--- src/rtl/bcd_seg_pkg.sv ---
package bcd_seg_pkg;
  localparam int CODE_W = 4;
  localparam int SEG_N  = 7;

  typedef logic [CODE_W-1:0] code_t;
  typedef logic [SEG_N-1:0]  seg_t;

  // Per segment (index 0=a .. 6=g): bit n set when digit n lights it.
  localparam logic [9:0] SEG_DIGITS [SEG_N] = '{
    10'h3ED, 10'h39F, 10'h3FB, 10'h36D, 10'h145, 10'h371, 10'h37C
  };
endpackage

--- src/rtl/code_store.sv ---
module code_store
  import bcd_seg_pkg::*;
(
  input  logic  clk_i,
  input  logic  rst_ni,
  input  logic  load_en_i,
  input  code_t d_i,
  output code_t q_o
);
  always_ff @(posedge clk_i or negedge rst_ni) begin
    if (!rst_ni)        q_o <= '0;
    else if (load_en_i) q_o <= d_i;
  end
endmodule

--- src/rtl/seg_decode.sv ---
module seg_decode
  import bcd_seg_pkg::*;
(
  input  code_t code_i,
  output seg_t  seg_o
);
  for (genvar s = 0; s < SEG_N; s++) begin : g_seg
    // codes 10..15 map to zero bits -> dark
    localparam logic [15:0] LIT = {6'b0, SEG_DIGITS[s]};
    assign seg_o[s] = LIT[code_i];
  end
endmodule

--- src/rtl/seg_drive.sv ---
module seg_drive
  import bcd_seg_pkg::*;
(
  input  seg_t seg_i,
  input  logic blank_i,
  input  logic phase_i,
  output seg_t seg_o
);
  seg_t gated;
  assign gated = blank_i ? '0 : seg_i;
  assign seg_o = gated ^ {SEG_N{phase_i}};
endmodule

--- src/rtl/backplane_gen.sv ---
module backplane_gen #(
  parameter int DIV_HALF = 4
) (
  input  logic clk_i,
  input  logic rst_ni,
  output logic bp_o
);
  localparam int CW = (DIV_HALF > 1) ? $clog2(DIV_HALF) : 1;
  localparam logic [CW-1:0] LAST = CW'(DIV_HALF - 1);

  logic [CW-1:0] cnt_q;

  always_ff @(posedge clk_i or negedge rst_ni) begin
    if (!rst_ni) begin
      cnt_q <= '0;
      bp_o  <= 1'b0;
    end else if (cnt_q == LAST) begin
      cnt_q <= '0;
      bp_o  <= ~bp_o;
    end else begin
      cnt_q <= cnt_q + 1'b1;
    end
  end
endmodule

--- src/rtl/bcd_seg_latch_dec.sv ---
module bcd_seg_latch_dec
  import bcd_seg_pkg::*;
#(
  parameter int DIV_HALF  = 4,
  parameter bit INT_PHASE = 1'b0
) (
  input  logic       clk_i,
  input  logic       rst_ni,
  input  logic [3:0] digit_i,
  input  logic       load_en_i,
  input  logic       blank_i,
  input  logic       phase_i,
  output logic [6:0] seg_o,
  output logic       bp_o
);
  code_t code_q;
  seg_t  raw_seg;
  logic  phase_eff;

  code_store u_store (
    .clk_i    (clk_i),
    .rst_ni   (rst_ni),
    .load_en_i(load_en_i),
    .d_i      (digit_i),
    .q_o      (code_q)
  );

  seg_decode u_dec (
    .code_i(code_q),
    .seg_o (raw_seg)
  );

  backplane_gen #(.DIV_HALF(DIV_HALF)) u_bp (
    .clk_i (clk_i),
    .rst_ni(rst_ni),
    .bp_o  (bp_o)
  );

  if (INT_PHASE) begin : g_int_phase
    assign phase_eff = bp_o;
  end else begin : g_ext_phase
    assign phase_eff = phase_i;
  end

  seg_drive u_drv (
    .seg_i  (raw_seg),
    .blank_i(blank_i),
    .phase_i(phase_eff),
    .seg_o  (seg_o)
  );
endmodule

--- config.mk ---
export PLATFORM = sky130hd
export DESIGN_NAME = bcd_seg_latch_dec
export DESIGN_NICKNAME = d
export VERILOG_FILES = /design/src/rtl/bcd_seg_pkg.sv /design/src/rtl/code_store.sv /design/src/rtl/seg_decode.sv /design/src/rtl/seg_drive.sv /design/src/rtl/backplane_gen.sv /design/src/rtl/bcd_seg_latch_dec.sv
export SDC_FILE = /design/constraint.sdc
export NUM_CORES = 1
export LEC_CHECK = 0
export ABC_AREA = 1
export BUFFER_PORTS_ARGS = -buffer_cell sky130_fd_sc_hd__buf_2
export CAP_MARGIN = 10
export CORE_AREA = 2 2 39 41
export DETAILED_ROUTE_END_ITERATION = 10
export DIE_AREA = 0 0 41 43
export PLACE_DENSITY = 0.77
export SLEW_MARGIN = 10
export SYNTH_ARGS = -nofsm -noshare
export SYNTH_HDL_FRONTEND = slang
export SYNTH_SLANG_ARGS = --single-unit
--- constraint.sdc ---
create_clock -name clk_i -period 1.2 [get_ports clk_i]
set_input_delay 0.24 -clock clk_i [delete_from_list [all_inputs] [get_ports clk_i]]
set_output_delay 0.24 -clock clk_i [all_outputs]
set_load 0.02 [all_outputs]
==> reports/qor.yml <==
result_of_the_run: "finished with violations"
violations_in_the_final_reports: "setup timing"
place_worst_setup_slack_ns: -0.290
maxClockFrequency_ghz: 0.595
final.setup_skew_ns: 0.000149
slowest_stage_cell_on_the_critical_path: "dfrtp_1"
finalWorstSetupSlack_ns: -0.481
die_x_um: 41
slowest_delay_ns: 0.40
detailed_place_hpwl_um: 869
power_density_nw_per_um2: 972
floorplan.die_area_um2: 1760
synth_fp_nets: 94
series_of_cell_instances_along_the_critical_path: "buf_4, ha_2, inv_1, nand2_2, nand3_2, nand3_1, nand2_2, buf_6"
coreArea_um2: 1380
maxCapViolCount: 0
drive_above_1_share_pct: 47.8
hp-class: "input pin to flop"
cts_max_path_buffers: 2
drt_pass_1_iters: 1
yosys_register_bits: 7
layout-area-overhead-vs-synth_pct: 61.8
worst-path-max-fanout: 3
grt_use_total_pct: 15.8
grt_start_max_net_pins: 13
final_cells: 129
ctsHtreeMaxLevel: 1
cts_tree: "done"
post-route-period-util_pct: 140
setup_repair_after_global_routing_missed_its_margin: "yes"
num_antenna_cells: 0
number_of_antenna_violations_at_the_first_check_in_global_routing: 0
worst_setup_hold_path_clk_slew_ns: 0.05
dr_wl_cell_um: 9.12
floorplan.rows: 14
finalWeightedCongestion: 0.744
die_h_um: 43
layout_common_cells: "nand2_1 (23), buf_4 (16), nand3_1 (11)"
syn_inst: 79
layout_commonest_cell: "nand2_1"
numCtsBuffers: 3
totalWireLength_um: 1180
syn_area_um2: 543
worst_slew_pin_slew_ns: 0.241
critical_path_arrival_ns: 1.44
via_count_of_the_first_global_routing_pass: 501
global_route.overflow_total: 0
cp_required_ns: 0.96
cp_common_cell: "nand2_2"
timing.final.max_slew_violations: 0
grt_pass1_wl_um: 1890
max-vdd-ir-drop_mv: 0.609
critical_path_class: "flop to primary output"
ys_warnings: 0
syn_area_per_cell_um2: 6.87
final_net_count: 129
yosysSeqAreaShare_pct: 32.3
initial_core_utilization_pct: 39.2
io_buffers: 16
post_synth_num_cell_types: 12
crit_path_end_kind: "primary output"
worst_skew_pair.late_latency_ns: 0.25
nFillCells: 125
antenna_violating_nets_post_route: 0
total_leakage_power_nw: 0.483
avgViaCountPerCell: 4.62
floorplan.io_pins: 17
num_vias: 596
final-hold-violation-count: 0
final.min_clock_period_ns: 1.68
placedCellCount: 118
drc_errors: 0
finalSetupViolations: 7
timing.slew.headroom_pct: 83.9
cts_root_buf: "clkbuf_4"
drt_iter0_markers: 0
startpoint_type: "flop"
clk_sinks: 7
## routing by layer
| metal | vias to the layer above | GRT usage, % | wire length (um) |
|---|---|---|---|
| met4 | 0 | 8.00 | 18 |
| met1 | 261 | 16.1 | 477 |
| met3 | 2 | 1.57 | 51 |
| met2 | 16 | 28.7 | 630 |
| met5 | - | 0 | 0 |
| li1 | 317 | - | - |
## cell usage after synthesis
library cell,instances,share of area [%]
nand2_1,33,23
nand3_1,13,12
dfrtp_1,7,32
inv_1,7,4.8
ha_1,6,14
o21ai_0,4,3.7
nor2_1,3,2.1
buf_6,2,4.1
a21oi_1,1,0.92
inv_2,1,0.69
nor2_2,1,1.2
xor2_1,1,1.6
## critical path: cells and delay by family (launching register included)
| family | cells | cell delay [ns] |
|---|---|---|
| adders and majority gates | 1 | 0.17 |
| buffers and inverters | 3 | 0.31 |
| DFF | 1 | 0.40 |
| and+or+nand+nor | 4 | 0.32 |
## final timing paths
path                       slack [ns]                    endpoint  cells after the start                       start
max                             -0.48                    seg_o[3]                      8  u_store.q_o[0]$_DFFE_PN0P_
min                              0.20  u_store.q_o[2]$_DFFE_PN0P_                      3                  digit_i[2]
max reg2reg                      0.05  u_store.q_o[1]$_DFFE_PN0P_                      6  u_store.q_o[1]$_DFFE_PN0P_
min reg2reg                      0.43     u_bp.cnt_q[0]$_DFF_PN0_                      1     u_bp.cnt_q[0]$_DFF_PN0_
max in group asynchronous        0.68  u_store.q_o[1]$_DFFE_PN0P_                      2                      rst_ni
min in group asynchronous        0.35  u_store.q_o[3]$_DFFE_PN0P_                      2                      rst_ni
## logic make-up after synthesis
kind of cell               count (synthesis)  share of synthesized area, %
xor gates and xnor gates                   1                          1.61
buffers and inverters                     10                          9.68
AOI/OAI and AO/OA                          5                          4.61
adders and majority gates                  6                          13.8
DFF                                        7                          32.3
and+or+nand+nor                           50                          38.0
## power breakdown
part | internal (mW) | switching [mW]
registers | 0.249 | 0.0154
logic | 0.184 | 0.197
clock network | 0.126 | 0.0807
## final cells by class
type	count	area, um2	share of cell area [%]
multi-input combinational	62	387	44.0
inverter	8	32.5	3.70
tap	16	20.0	2.28
sequential	7	176	20.1
timing repair buffer	32	236	26.9
clock buffer	4	26.3	2.99
## state kept, by name, indices dropped and copies added (netlist names)
signal and cells:
u_bp.cnt_q 2, u_bp.bp_o 1, u_store.q_o 4
## stage by stage
stage	instance area, um2	hold WS, ns	power [mW]	TNS [ns]	util [%]
2_1_floorplan	581	-0.0556	0.460	-0.470	-
3_3_place_gp	726	0.0754	0.551	-1.34	52.4
3_5_place_dp	726	0.0789	0.559	-1.67	52.4
4_1_cts	828	0.191	0.831	-3.34	59.9
5_1_grt	878	0.213	0.919	-3.84	63.5
6_report	878	0.198	0.854	-3.17	63.5
## repair_timing
action,CTS,global route
gates resized for setup,14,8
setup buffers,3,3
pin swaps,5,7
hold buffers,1,0
endpoints found under the hold margin,7,0
setup endpoints to repair,7,7
Note: power is estimated with default switching activity, not from simulation.
